===== config.mk =====
export PLATFORM = sky130hd
export DESIGN_NAME = nor_cmd_engine
export DESIGN_NICKNAME = d
export VERILOG_FILES = /design/src/rtl/nor_cmd_pkg.sv /design/src/rtl/nor_cmd_seq.sv /design/src/rtl/nor_cmd_array.sv /design/src/rtl/nor_cmd_rdout.sv /design/src/rtl/nor_cmd_engine.sv
export SDC_FILE = /design/constraint.sdc
export NUM_CORES = 2
export LEC_CHECK = 0
export BUFFER_PORTS_ARGS = -buffer_cell sky130_fd_sc_hd__buf_4
export CORE_AREA = 8 8 529 375
export CTS_BUF_LIST = sky130_fd_sc_hd__clkbuf_2
export CTS_CLUSTER_SIZE = 40
export DETAILED_ROUTE_END_ITERATION = 16
export DIE_AREA = 0 0 537 383
export GPL_ROUTABILITY_DRIVEN = 0
export MAX_ROUTING_LAYER = met4
export PLACE_DENSITY_LB_ADDON = 0.2
export SLEW_MARGIN = 30
export SYNTH_ARGS = -nofsm -noshare
export SYNTH_HDL_FRONTEND = slang
export SYNTH_SLANG_ARGS = --single-unit

===== constraint.sdc =====
create_clock -name clk -period 3.85 [get_ports clk]
set_input_delay 0.5775 -clock clk [delete_from_list [all_inputs] [get_ports clk]]
set_output_delay 0.5775 -clock clk [all_outputs]
set_load 0.01 [all_outputs]

===== src/rtl/nor_cmd_pkg.sv =====
package nor_cmd_pkg;

    // Command codes decoded from the low byte of a bus write
    localparam logic [7:0] CMD_ARRAY   = 8'h00;
    localparam logic [7:0] CMD_PROG_A  = 8'h10;
    localparam logic [7:0] CMD_ERASE   = 8'h20;
    localparam logic [7:0] CMD_PROG_B  = 8'h40;
    localparam logic [7:0] CMD_CLEAR   = 8'h50;
    localparam logic [7:0] CMD_LOCK    = 8'h60;
    localparam logic [7:0] CMD_STATUS  = 8'h70;
    localparam logic [7:0] CMD_IDENT   = 8'h90;
    localparam logic [7:0] CMD_QUERY   = 8'h98;
    localparam logic [7:0] CMD_BUFPROG = 8'hE8;
    localparam logic [7:0] ARG_CONFIRM = 8'hD0;
    localparam logic [7:0] ARG_LOCKSET = 8'h01;
    localparam logic [7:0] ARG_ABORT   = 8'hFF;

    // Status byte bit positions
    localparam int ST_READY    = 7;
    localparam int ST_ERASEERR = 5;
    localparam int ST_PROGERR  = 4;
    localparam logic [7:0] STATUS_RESET = 8'h80;

    // Query table geometry
    localparam int QRY_LEN = 64;
    localparam int QRY_AW  = $clog2(QRY_LEN);

    typedef enum logic [1:0] {
        PH_IDLE,
        PH_ARG,
        PH_DATA,
        PH_CONFIRM
    } phase_t;

    typedef enum logic [1:0] {
        RD_ARRAY,
        RD_STATUS,
        RD_IDENT,
        RD_QUERY
    } rdmode_t;

    typedef struct packed {
        logic prog;
        logic erase;
    } arr_op_t;

    function automatic logic [7:0] qry_byte(
        input logic [QRY_AW-1:0] idx,
        input logic [7:0]        size_log2,
        input logic [7:0]        nsect_m1,
        input logic [7:0]        sect_hi
    );
        logic [7:0] b;
        case (idx)
            6'h10:   b = 8'h51;
            6'h11:   b = 8'h52;
            6'h12:   b = 8'h59;
            6'h13:   b = 8'h01;
            6'h15:   b = 8'h31;
            6'h27:   b = size_log2;
            6'h28:   b = 8'h01;
            6'h2C:   b = 8'h01;
            6'h2D:   b = nsect_m1;
            6'h2F:   b = sect_hi;
            default: b = 8'h00;
        endcase
        return b;
    endfunction

endpackage


===== src/rtl/nor_cmd_seq.sv =====
module nor_cmd_seq
    import nor_cmd_pkg::*;
#(
    parameter int DEV_BYTES = 1,
    localparam int CNT_W    = 8 * DEV_BYTES
) (
    input  logic             clk,
    input  logic             rst,
    input  logic             wr_en,
    input  logic [CNT_W-1:0] arg_bits,
    input  logic             wp,
    output arr_op_t          arr_op,
    output rdmode_t          rd_mode,
    output logic [7:0]       status
);

    logic [7:0]       cmd_q, cmd_d;
    phase_t           phase_q, phase_d;
    logic [CNT_W-1:0] cnt_q, cnt_d;
    logic [7:0]       stat_q, stat_d;
    logic [7:0]       cbyte;

    assign cbyte = arg_bits[7:0];

    always_comb begin
        cmd_d   = cmd_q;
        phase_d = phase_q;
        cnt_d   = cnt_q;
        stat_d  = stat_q;
        arr_op  = '0;
        if (wr_en) begin
            case (phase_q)
                PH_IDLE: begin
                    case (cbyte)
                        CMD_PROG_A, CMD_PROG_B, CMD_ERASE, CMD_LOCK: begin
                            cmd_d   = cbyte;
                            phase_d = PH_ARG;
                        end
                        CMD_BUFPROG: begin
                            cmd_d            = cbyte;
                            phase_d          = PH_ARG;
                            stat_d[ST_READY] = 1'b1;
                        end
                        CMD_CLEAR: begin
                            stat_d[ST_ERASEERR] = 1'b0;
                            stat_d[ST_PROGERR]  = 1'b0;
                            cmd_d               = CMD_ARRAY;
                        end
                        CMD_STATUS, CMD_IDENT, CMD_QUERY: begin
                            cmd_d = cbyte;
                        end
                        default: begin
                            cmd_d   = CMD_ARRAY;
                            phase_d = PH_IDLE;
                        end
                    endcase
                end
                PH_ARG: begin
                    phase_d = PH_IDLE;
                    case (cmd_q)
                        CMD_PROG_A, CMD_PROG_B: begin
                            if (wp) stat_d[ST_PROGERR] = 1'b1;
                            else    arr_op.prog        = 1'b1;
                            stat_d[ST_READY] = 1'b1;
                        end
                        CMD_ERASE: begin
                            if (cbyte == ARG_CONFIRM) begin
                                if (wp) stat_d[ST_ERASEERR] = 1'b1;
                                else    arr_op.erase        = 1'b1;
                                stat_d[ST_READY] = 1'b1;
                            end else begin
                                cmd_d = CMD_ARRAY;
                            end
                        end
                        CMD_LOCK: begin
                            if (cbyte != ARG_LOCKSET && cbyte != ARG_CONFIRM)
                                cmd_d = CMD_ARRAY;
                        end
                        CMD_BUFPROG: begin
                            cnt_d   = arg_bits;
                            phase_d = PH_DATA;
                        end
                        default: cmd_d = CMD_ARRAY;
                    endcase
                end
                PH_DATA: begin
                    if (wp) stat_d[ST_PROGERR] = 1'b1;
                    else    arr_op.prog        = 1'b1;
                    if (cnt_q == '0) phase_d = PH_CONFIRM;
                    else             cnt_d   = cnt_q - CNT_W'(1);
                end
                PH_CONFIRM: begin
                    phase_d = PH_IDLE;
                    if (cbyte == ARG_CONFIRM) stat_d[ST_READY] = 1'b1;
                    else                      cmd_d            = CMD_ARRAY;
                end
                default: begin
                    phase_d = PH_IDLE;
                    cmd_d   = CMD_ARRAY;
                end
            endcase
        end
    end

    always_ff @(posedge clk) begin
        if (rst) begin
            cmd_q   <= CMD_ARRAY;
            phase_q <= PH_IDLE;
            cnt_q   <= '0;
            stat_q  <= STATUS_RESET;
        end else begin
            cmd_q   <= cmd_d;
            phase_q <= phase_d;
            cnt_q   <= cnt_d;
            stat_q  <= stat_d;
        end
    end

    always_comb begin
        case (cmd_q)
            CMD_ARRAY: rd_mode = RD_ARRAY;
            CMD_IDENT: rd_mode = RD_IDENT;
            CMD_QUERY: rd_mode = RD_QUERY;
            default:   rd_mode = RD_STATUS;
        endcase
    end

    assign status = stat_q;

    AST_RESET_STATE: assert property (@(posedge clk) disable iff (rst)
        $fell(rst) |-> (stat_q == STATUS_RESET && cmd_q == CMD_ARRAY && phase_q == PH_IDLE));

    AST_PROG_PROTECT: assert property (@(posedge clk) disable iff (rst)
        (wr_en && wp && phase_q == PH_ARG && (cmd_q == CMD_PROG_A || cmd_q == CMD_PROG_B))
        |=> stat_q[ST_PROGERR]);

    AST_ERASE_PROTECT: assert property (@(posedge clk) disable iff (rst)
        (wr_en && wp && phase_q == PH_ARG && cmd_q == CMD_ERASE && cbyte == ARG_CONFIRM)
        |=> stat_q[ST_ERASEERR]);

    AST_CLEAR_ERRORS: assert property (@(posedge clk) disable iff (rst)
        (wr_en && phase_q == PH_IDLE && cbyte == CMD_CLEAR)
        |=> (stat_q[ST_ERASEERR:ST_PROGERR] == 2'b00 && stat_q[ST_READY] == $past(stat_q[ST_READY])
             && cmd_q == CMD_ARRAY));

    AST_BUF_COUNTDOWN: assert property (@(posedge clk) disable iff (rst)
        (wr_en && phase_q == PH_DATA && cnt_q != '0)
        |=> (phase_q == PH_DATA && cnt_q == $past(cnt_q) - CNT_W'(1)));

endmodule


===== src/rtl/nor_cmd_array.sv =====
module nor_cmd_array
    import nor_cmd_pkg::*;
#(
    parameter int DEPTH        = 64,
    parameter int SECTOR_WORDS = 16,
    localparam int MEM_AW      = $clog2(DEPTH),
    localparam int SEC_AW      = $clog2(SECTOR_WORDS)
) (
    input  logic              clk,
    input  logic              rst,
    input  arr_op_t           arr_op,
    input  logic [MEM_AW-1:0] addr,
    input  logic [15:0]       data,
    output logic [15:0]       rd_word
);

    logic [15:0] mem [DEPTH];
    logic [MEM_AW-SEC_AW-1:0] sect_sel;

    assign sect_sel = addr[MEM_AW-1:SEC_AW];

    always_ff @(posedge clk) begin
        for (int i = 0; i < DEPTH; i++) begin
            if (rst)
                mem[i] <= '1;
            else if (arr_op.erase && (i / SECTOR_WORDS) == int'(sect_sel))
                mem[i] <= '1;
            else if (arr_op.prog && i == int'(addr))
                mem[i] <= data;
        end
    end

    assign rd_word = mem[addr];

    AST_PROG_STORES: assert property (@(posedge clk) disable iff (rst)
        arr_op.prog |=> mem[$past(addr)] == $past(data));

    AST_ERASE_FILLS: assert property (@(posedge clk) disable iff (rst)
        arr_op.erase |=> (mem[{$past(sect_sel), SEC_AW'(0)}] == 16'hFFFF
                          && mem[{$past(sect_sel), {SEC_AW{1'b1}}}] == 16'hFFFF));

    AST_OP_EXCLUSIVE: assert property (@(posedge clk) disable iff (rst)
        !(arr_op.prog && arr_op.erase));

endmodule


===== src/rtl/nor_cmd_rdout.sv =====
module nor_cmd_rdout
    import nor_cmd_pkg::*;
#(
    parameter int          ADDR_W       = 8,
    parameter int          DEV_BYTES    = 1,
    parameter int          DEPTH        = 64,
    parameter int          SECTOR_WORDS = 16,
    parameter logic [15:0] MFR_ID       = 16'h0089,
    parameter logic [15:0] DEV_ID       = 16'h0018,
    localparam logic [7:0] SIZE_LOG2    = 8'($clog2(DEPTH * 2)),
    localparam logic [7:0] NSECT_M1     = 8'(DEPTH / SECTOR_WORDS - 1),
    localparam logic [7:0] SECT_HI      = 8'((SECTOR_WORDS * 2) >> 8)
) (
    input  logic              clk,
    input  logic              rst,
    input  logic              rd_en,
    input  logic [ADDR_W-1:0] addr,
    input  rdmode_t           rd_mode,
    input  logic [7:0]        status,
    input  logic [15:0]       arr_word,
    output logic [15:0]       rdata
);

    logic [15:0] stat_word;
    logic [15:0] id_word;
    logic [15:0] qry_word;
    logic [15:0] sel_word;

    generate
        if (DEV_BYTES == 1) begin : g_lane_x8
            assign stat_word = {status, status};
        end else begin : g_lane_x16
            assign stat_word = {8'h00, status};
        end
    endgenerate

    always_comb begin
        if (addr == ADDR_W'(0))      id_word = MFR_ID;
        else if (addr == ADDR_W'(1)) id_word = DEV_ID;
        else                         id_word = 16'h0000;
    end

    always_comb begin
        if (addr >= ADDR_W'(QRY_LEN))
            qry_word = 16'h0000;
        else
            qry_word = {8'h00, qry_byte(addr[QRY_AW-1:0], SIZE_LOG2, NSECT_M1, SECT_HI)};
    end

    always_comb begin
        case (rd_mode)
            RD_ARRAY:  sel_word = arr_word;
            RD_STATUS: sel_word = stat_word;
            RD_IDENT:  sel_word = id_word;
            RD_QUERY:  sel_word = qry_word;
            default:   sel_word = arr_word;
        endcase
    end

    always_ff @(posedge clk) begin
        if (rst)        rdata <= '0;
        else if (rd_en) rdata <= sel_word;
    end

    AST_RDATA_HOLD: assert property (@(posedge clk) disable iff (rst)
        !rd_en |=> $stable(rdata));

    AST_STATUS_LANE: assert property (@(posedge clk) disable iff (rst)
        (rd_en && rd_mode == RD_STATUS) |=> rdata[7:0] == $past(status));

    AST_ARRAY_READ: assert property (@(posedge clk) disable iff (rst)
        (rd_en && rd_mode == RD_ARRAY) |=> rdata == $past(arr_word));

endmodule


===== src/rtl/nor_cmd_engine.sv =====
module nor_cmd_engine
    import nor_cmd_pkg::*;
#(
    parameter int          DEPTH        = 64,
    parameter int          SECTOR_WORDS = 16,
    parameter int          ADDR_W       = 8,
    parameter int          DEV_BYTES    = 1,
    parameter logic [15:0] MFR_ID       = 16'h0089,
    parameter logic [15:0] DEV_ID       = 16'h0018,
    localparam int         MEM_AW       = $clog2(DEPTH),
    localparam int         CNT_W        = 8 * DEV_BYTES
) (
    input  logic              clk,
    input  logic              rst,
    input  logic              wr_en,
    input  logic              rd_en,
    input  logic [ADDR_W-1:0] addr,
    input  logic [15:0]       wdata,
    input  logic              wp,
    output logic [15:0]       rdata
);

    arr_op_t     arr_op;
    rdmode_t     rd_mode;
    logic [7:0]  status;
    logic [15:0] arr_word;

    nor_cmd_seq #(
        .DEV_BYTES (DEV_BYTES)
    ) u_seq (
        .clk      (clk),
        .rst      (rst),
        .wr_en    (wr_en),
        .arg_bits (wdata[CNT_W-1:0]),
        .wp       (wp),
        .arr_op   (arr_op),
        .rd_mode  (rd_mode),
        .status   (status)
    );

    nor_cmd_array #(
        .DEPTH        (DEPTH),
        .SECTOR_WORDS (SECTOR_WORDS)
    ) u_array (
        .clk     (clk),
        .rst     (rst),
        .arr_op  (arr_op),
        .addr    (addr[MEM_AW-1:0]),
        .data    (wdata),
        .rd_word (arr_word)
    );

    nor_cmd_rdout #(
        .ADDR_W       (ADDR_W),
        .DEV_BYTES    (DEV_BYTES),
        .DEPTH        (DEPTH),
        .SECTOR_WORDS (SECTOR_WORDS),
        .MFR_ID       (MFR_ID),
        .DEV_ID       (DEV_ID)
    ) u_rdout (
        .clk      (clk),
        .rst      (rst),
        .rd_en    (rd_en),
        .addr     (addr),
        .rd_mode  (rd_mode),
        .status   (status),
        .arr_word (arr_word),
        .rdata    (rdata)
    );

endmodule


* Yosys cells after proc, flatten, opt, wreduce, memory -nomap -nowiden
Memory sizes are Yosys's and may differ from the RTL's.
Cells that the tools add are included.
** Operators by class
- Reduce and logical (&&, ||, !) cells :: 92
- Eq/ne operators :: 114
- Add/subtract/negate cells :: 1
- Bitwise logic cells :: 128
- Muxes and demuxes :: 435
- $lt $le $gt $ge :: 1
** Operators by type and width (number)
- $mux 16 :: 129
- $mux 1 :: 282
- $eq 6x6->1 const A :: 32
- $or 1x1->1 :: 128
- $eq 5x6->1 const A :: 16
- $logic_and 1x1->1 :: 69
- $pmux 16 s4 :: 1
- $eq 8x8->1 const B :: 7
- $pmux 7 s7 :: 1
- $eq 4x6->1 const A :: 8
- $eq 8x7->1 const B :: 6
- $mux 8 :: 6
- $pmux 8 s3 :: 2
- $eq 6x5->1 const B :: 5
- $eq 3x6->1 const A :: 4
- $eq 6x6->1 const B :: 4
- $logic_not 8->1 :: 3
- $ne 2x2->1 const B :: 9
- $eq 8x5->1 const B :: 2
- $eq 8x6->1 const B :: 2
- $pmux 8 s2 :: 1
- $reduce_and 4->1 :: 4
- $eq 2x6->1 const A :: 2
- $eq 2x2->1 const B :: 4
- other kinds (30) :: 44
** Storage, ports and cells
- RAM bits :: 1024
- Bits of input ports :: 29
- Output and inout port bits :: 16
- Memories :: 1
- Word-level logic and storage cells :: 779
- Register bits :: 37
** Memory list
- u_array.mem :: depth 64, bits a word 16, read ports 1, clocked after memory_dff 0, wr ports 64, RTL line nor_cmd_array.sv:17 : logic [15:0] mem [DEPTH];

* Logic depth before layout (Yosys ltp)
- Word-level depth :: 11
- Mapped depth :: 10
- Mapped depth without buffers :: 7

* Hierarchy
From an unflattened synthesis, not the netlist that was laid out.
** Unflattened totals
- Cells, all modules :: 3331
- Area total of the unflattened synthesis :: 49067.1 sq um
** Modules (own cells, without submodules)
- nor_cmd_array :: sequential area each 30749.5 sq um, instances 1, cells each 3002, area an instance 46422.0 sq um
- nor_cmd_seq :: sequential area each 420.4 sq um, instances 1, cells each 192, area an instance 1562.7 sq um
- nor_cmd_rdout :: sequential area each 320.3 sq um, instances 1, cells each 137, area an instance 1082.3 sq um

* Worst setup path before layout
OpenSTA, ideal clock, no wires.
- Path type :: in2reg
- From :: input wdata[4]
- To :: memory u_array.mem[30][0] (enable)
- Stages on the path :: 8
- Data arrival time :: 2.768 ns
- Required time :: 3.481 ns
- Buffers on the path :: 3
- Library setup time :: 0.369 ns
- Setup slack :: 0.713 ns
- Cells stage by stage :: buf_2 -> or4b_1 -> nor4_2 -> a31oi_1 -> clkbuf_1 -> nand4_1 -> clkbuf_1 -> nand2_1
** RTL lines
- start, declared :: RTL line nor_cmd_engine.sv:18 : input logic [15:0] wdata,
- end, declared :: RTL line nor_cmd_array.sv:17

* Worst setup path in the final report
- From :: register u_seq.cmd_q[0]
- To :: register u_rdout.rdata[2]
** On the way
- Cells in the longest elaborated chain, start to end :: 4
- Elaborated cells on any way between the ends :: 9
- Those cells by class :: eq/ne: 5; mux: 2; reduce/logical: 2
** Ends and longest elaborated chain
- start, declared :: RTL line nor_cmd_seq.sv:17 : logic [7:0] cmd_q, cmd_d;
- start signal, assigned :: RTL line nor_cmd_seq.sv:112 : cmd_q <= cmd_d;
- $eq 8x8->1 or $logic_not 8->1 (tied branches) :: RTL line nor_cmd_seq.sv:120 : case (cmd_q)
- $pmux 2 s3 (*) :: RTL line nor_cmd_seq.sv:120
- $eq 2x2->1 (tied with other cells) :: RTL line nor_cmd_rdout.sv:51 : case (rd_mode)
- $pmux 16 s4 (*) :: RTL line nor_cmd_rdout.sv:51
- end signal, assigned :: RTL line nor_cmd_rdout.sv:62 : else if (rd_en) rdata <= sel_word;
- end, declared :: RTL line nor_cmd_rdout.sv:21 : output logic [15:0] rdata
Mark *: on every way between the ends. The rest lies on a longest branch, timed or not.
A chain may end at the register's enable or synchronous reset.

==> flow_summary_export.csv <==
group,metric,value,unit
status,outcome,"finished clean",
placed_design,port-buffer-count,44,
cells_and_area,finalCoreUtilization,29.88,%
drt,wl,173900,um
global_route,overflow,0,
drt,drt_iter0_markers,3293,
timing,skew,0.1323,ns
cts,cts.sink_count,1061,
cells_and_area,final_common_cell,"edfxtp_1",
global_route,grt_start_max_net_pins,69,
worst_setup_path,critical_path_class,"reg -> reg",
cts,clk_pin_slew,0.12,ns
logic_synthesis,syn-cell-area,49090,um2
worst_setup_path,worstSetupStartpointType,"register",
floorplanning,core_area,189800,um2
power,power_density,391.7,nW/um2
timing,timing.final.crit_share,92.36,%
cells_and_area,area_growth,15.51,%
cts,cts_tree,"yes",
global_route,antenna_found_initial,17,
floorplanning,die_w,537,um
logic_synthesis,synth_edf_count,1024,
logic_synthesis,ys_seq_elements,1061,
cts,cts_buffers,273,
cells_and_area,mostFrequentLayoutCells,"edfxtp_1, or2_1, clkbuf_2",
hold_path,min_path_type,"in -> reg",
logic_synthesis,async_reset_ff_share,0,%
logic_synthesis,syn-num-nets,3387,
drt,routedWlPerCell,27.31,um
drt,via_per_inst,4.786,
timing,final_max_slew_viol_count,0,
cts,insertion_delay,1.40,ns
cells_and_area,nFillCells,19000,
power,p_int,16.10,mW
power,leakagePower,14.87,nW
floorplanning,ioPinCount,45,
logic_synthesis,netlist_instances,3350,
cells_and_area,nNetsFinal,3721,
power,power.share.clock,35.5,%
drt,final_antenna_net_count,0,
power,switching_share,27.51,%
floorplanning,die-area,205700,um2
floorplanning,num_rows,134,
drt,wl_met3,14850,um
drt,vias,30470,
power,p_seq_share,57.1,%
timing,tightest_slew,0.9612,ns
timing,hold_viol,0,
logic_synthesis,ys_types,71,
power,comb_power_share,7.4,%
timing,slew_headroom,34.09,%
cts,root_buffer,"clkbuf_2",
timing,clock.fmax,281.2,MHz
timing,whs,0.1785,ns
timing,setup_viol,0,
drt,top_layer,"met4",
cts,cts.path.max_buffers,4,
logic_synthesis,yosys_warnings,0,
cts,h-tree-depth,5,
worst_setup_path,worstPathArrival,4.86,ns
power,p_sw,6.110,mW
global_route,grt_first_pass_wirelength,243800,um
logic_synthesis,yosysSeqAreaShare,64.14,%
logic_synthesis,synth_ff_type,"edfxtp_1",
drt,met1_length,85890,um
floorplanning,die_h,383,um
cells_and_area,drive_above_1_share,25.81,%
placed_design,dpl.hpwl,113000,um
global_route,grt_pass1_vias,30180,
run,drv_cap,0,
worst_setup_path,cp-end-kind,"register",
drt,wl_met2,69890,um
logic_synthesis,syn_avg_cell_area,14.65,um2
drt,drt-pass1-iter-count,5,
power,peakVddDrop,0.1923,mV
floorplanning,initial_core_util,25.87,%
timing,period_minus_slack,3.556,ns
global_route,grtUsageTotal,16.99,%
worst_setup_path,critPathMaxFanout,8,
drt,drc,0,
worst_setup_path,cp.required,5.16,ns
timing,rsz0062_at_grt,"no",
## path summary, 6_finish.rpt
check / start / end / slack, ns / cells past startpoint
worst min register to register: u_rdout.rdata[14]$_SDFFE_PP0P_ / u_rdout.rdata[14]$_SDFFE_PP0P_ / 0.50 / 1
worst max-delay path: u_seq.cmd_q[0]$_SDFFE_PP0P_ / u_rdout.rdata[2]$_SDFFE_PP0P_ / 0.29 / 7
worst min-delay path: addr[7] / u_rdout.rdata[3]$_SDFFE_PP0P_ / 0.18 / 7
worst max register to register: u_seq.cmd_q[0]$_SDFFE_PP0P_ / u_rdout.rdata[2]$_SDFFE_PP0P_ / 0.29 / 7
## state kept, by name, summed over array words and instances (netlist names), named ones only
name / count
u_array.mem: 1024
u_seq.cmd_q: 8
u_seq.phase_q: 1
u_rdout.rdata: 16
u_seq.cnt_q: 8
u_seq.status: 3
## metal layers
layer  GRT usage (%)  vias to the layer above
met4           3.693                        0
met3           4.429                      250
met1           25.69                    15800
met5               -                        -
li1                -                    13230
met2           22.49                     1193
## Yosys cell counts, types with 13 or more instances
master,number,area share [%]
mux2i_1,99,2.0
nor2b_1,21,0.27
nand3_1,32,0.33
clkbuf_1,226,1.7
a22oi_1,61,0.93
nor2_1,40,0.31
inv_1,18,0.14
nand2_1,119,0.91
nor3_1,14,0.14
a22o_1,18,0.32
mux2_2,13,0.30
or2_1,660,8.4
a221oi_1,13,0.23
nand2b_1,355,4.5
mux4_2,225,10
edfxtp_1,1024,63
buf_1,31,0.24
a21oi_1,25,0.25
nand4_1,69,0.88
dfxtp_1,37,1.5
o21ai_1,14,0.14
buf_2,52,0.53
## per-stage QoR
stage	setup TNS [ns]	power [mW]	setup slack [ns]	instance area, um2	instances
floorplan	0	13.68	0.7125	49090	3350
global placement	-0.1035	14.55	-0.1035	53880	5879
detailed placement	0	14.56	0.2936	53960	5882
CTS	0	22.51	0.2420	56650	6354
global route	0	23.10	0.1398	56680	6357
finish	0	22.21	0.2942	56710	6366
## power groups by stage
stage	Sequential, mW	Clock (mW)	Combinational [mW]
final	12.7	7.88	1.64
after global routing	12.7	8.68	1.72
after CTS	12.7	8.17	1.65
after detailed placement	12.9	0	1.62
after global placement	12.9	0	1.60
after floorplan	12.9	0	0.760
## layout make-up
class	instances	area (um2)	share of cell area [%]
diodes	11	27.53	0.04854
clock buffers	379	1897	3.345
clock inverters	51	371.6	0.6553
inverters	20	80.08	0.1412
multi-input cells	1960	16370	28.87
flip-flops and latches	1061	31490	55.53
well taps	2516	3148	5.552
repair buffers	368	3323	5.860
## worst max-delay path, cell delays in order, from the launching register on
cell,delay [ns]
dfxtp_1,0.36
or4_1,0.59
buf_4,0.18
or4b_1,0.84
nor2_1,0.60
o31ai_1,0.24
o211ai_1,0.14
dlygate4sd3_1,0.55
## what timing repair did
| action | in CTS | in global routing |
|---|---|---|
| gates resized for setup | 0 | 0 |
| hold buffers | 42 | 0 |
| buffers inserted | 0 | 0 |
| endpoints found under the hold margin | 546 | 0 |
## kinds of logic after synthesis
family / after synthesis / synth area share, %
buf+inv: 329 / 2.648
simple gates: 1381 / 16.88
xor+xnor: 1 / 0.01784
compound gates: 232 / 3.451
fa+ha+maj: 9 / 0.2243
flops: 1061 / 64.14
mux: 337 / 12.64
No activity file was read; power rests on OpenSTA's default activity.
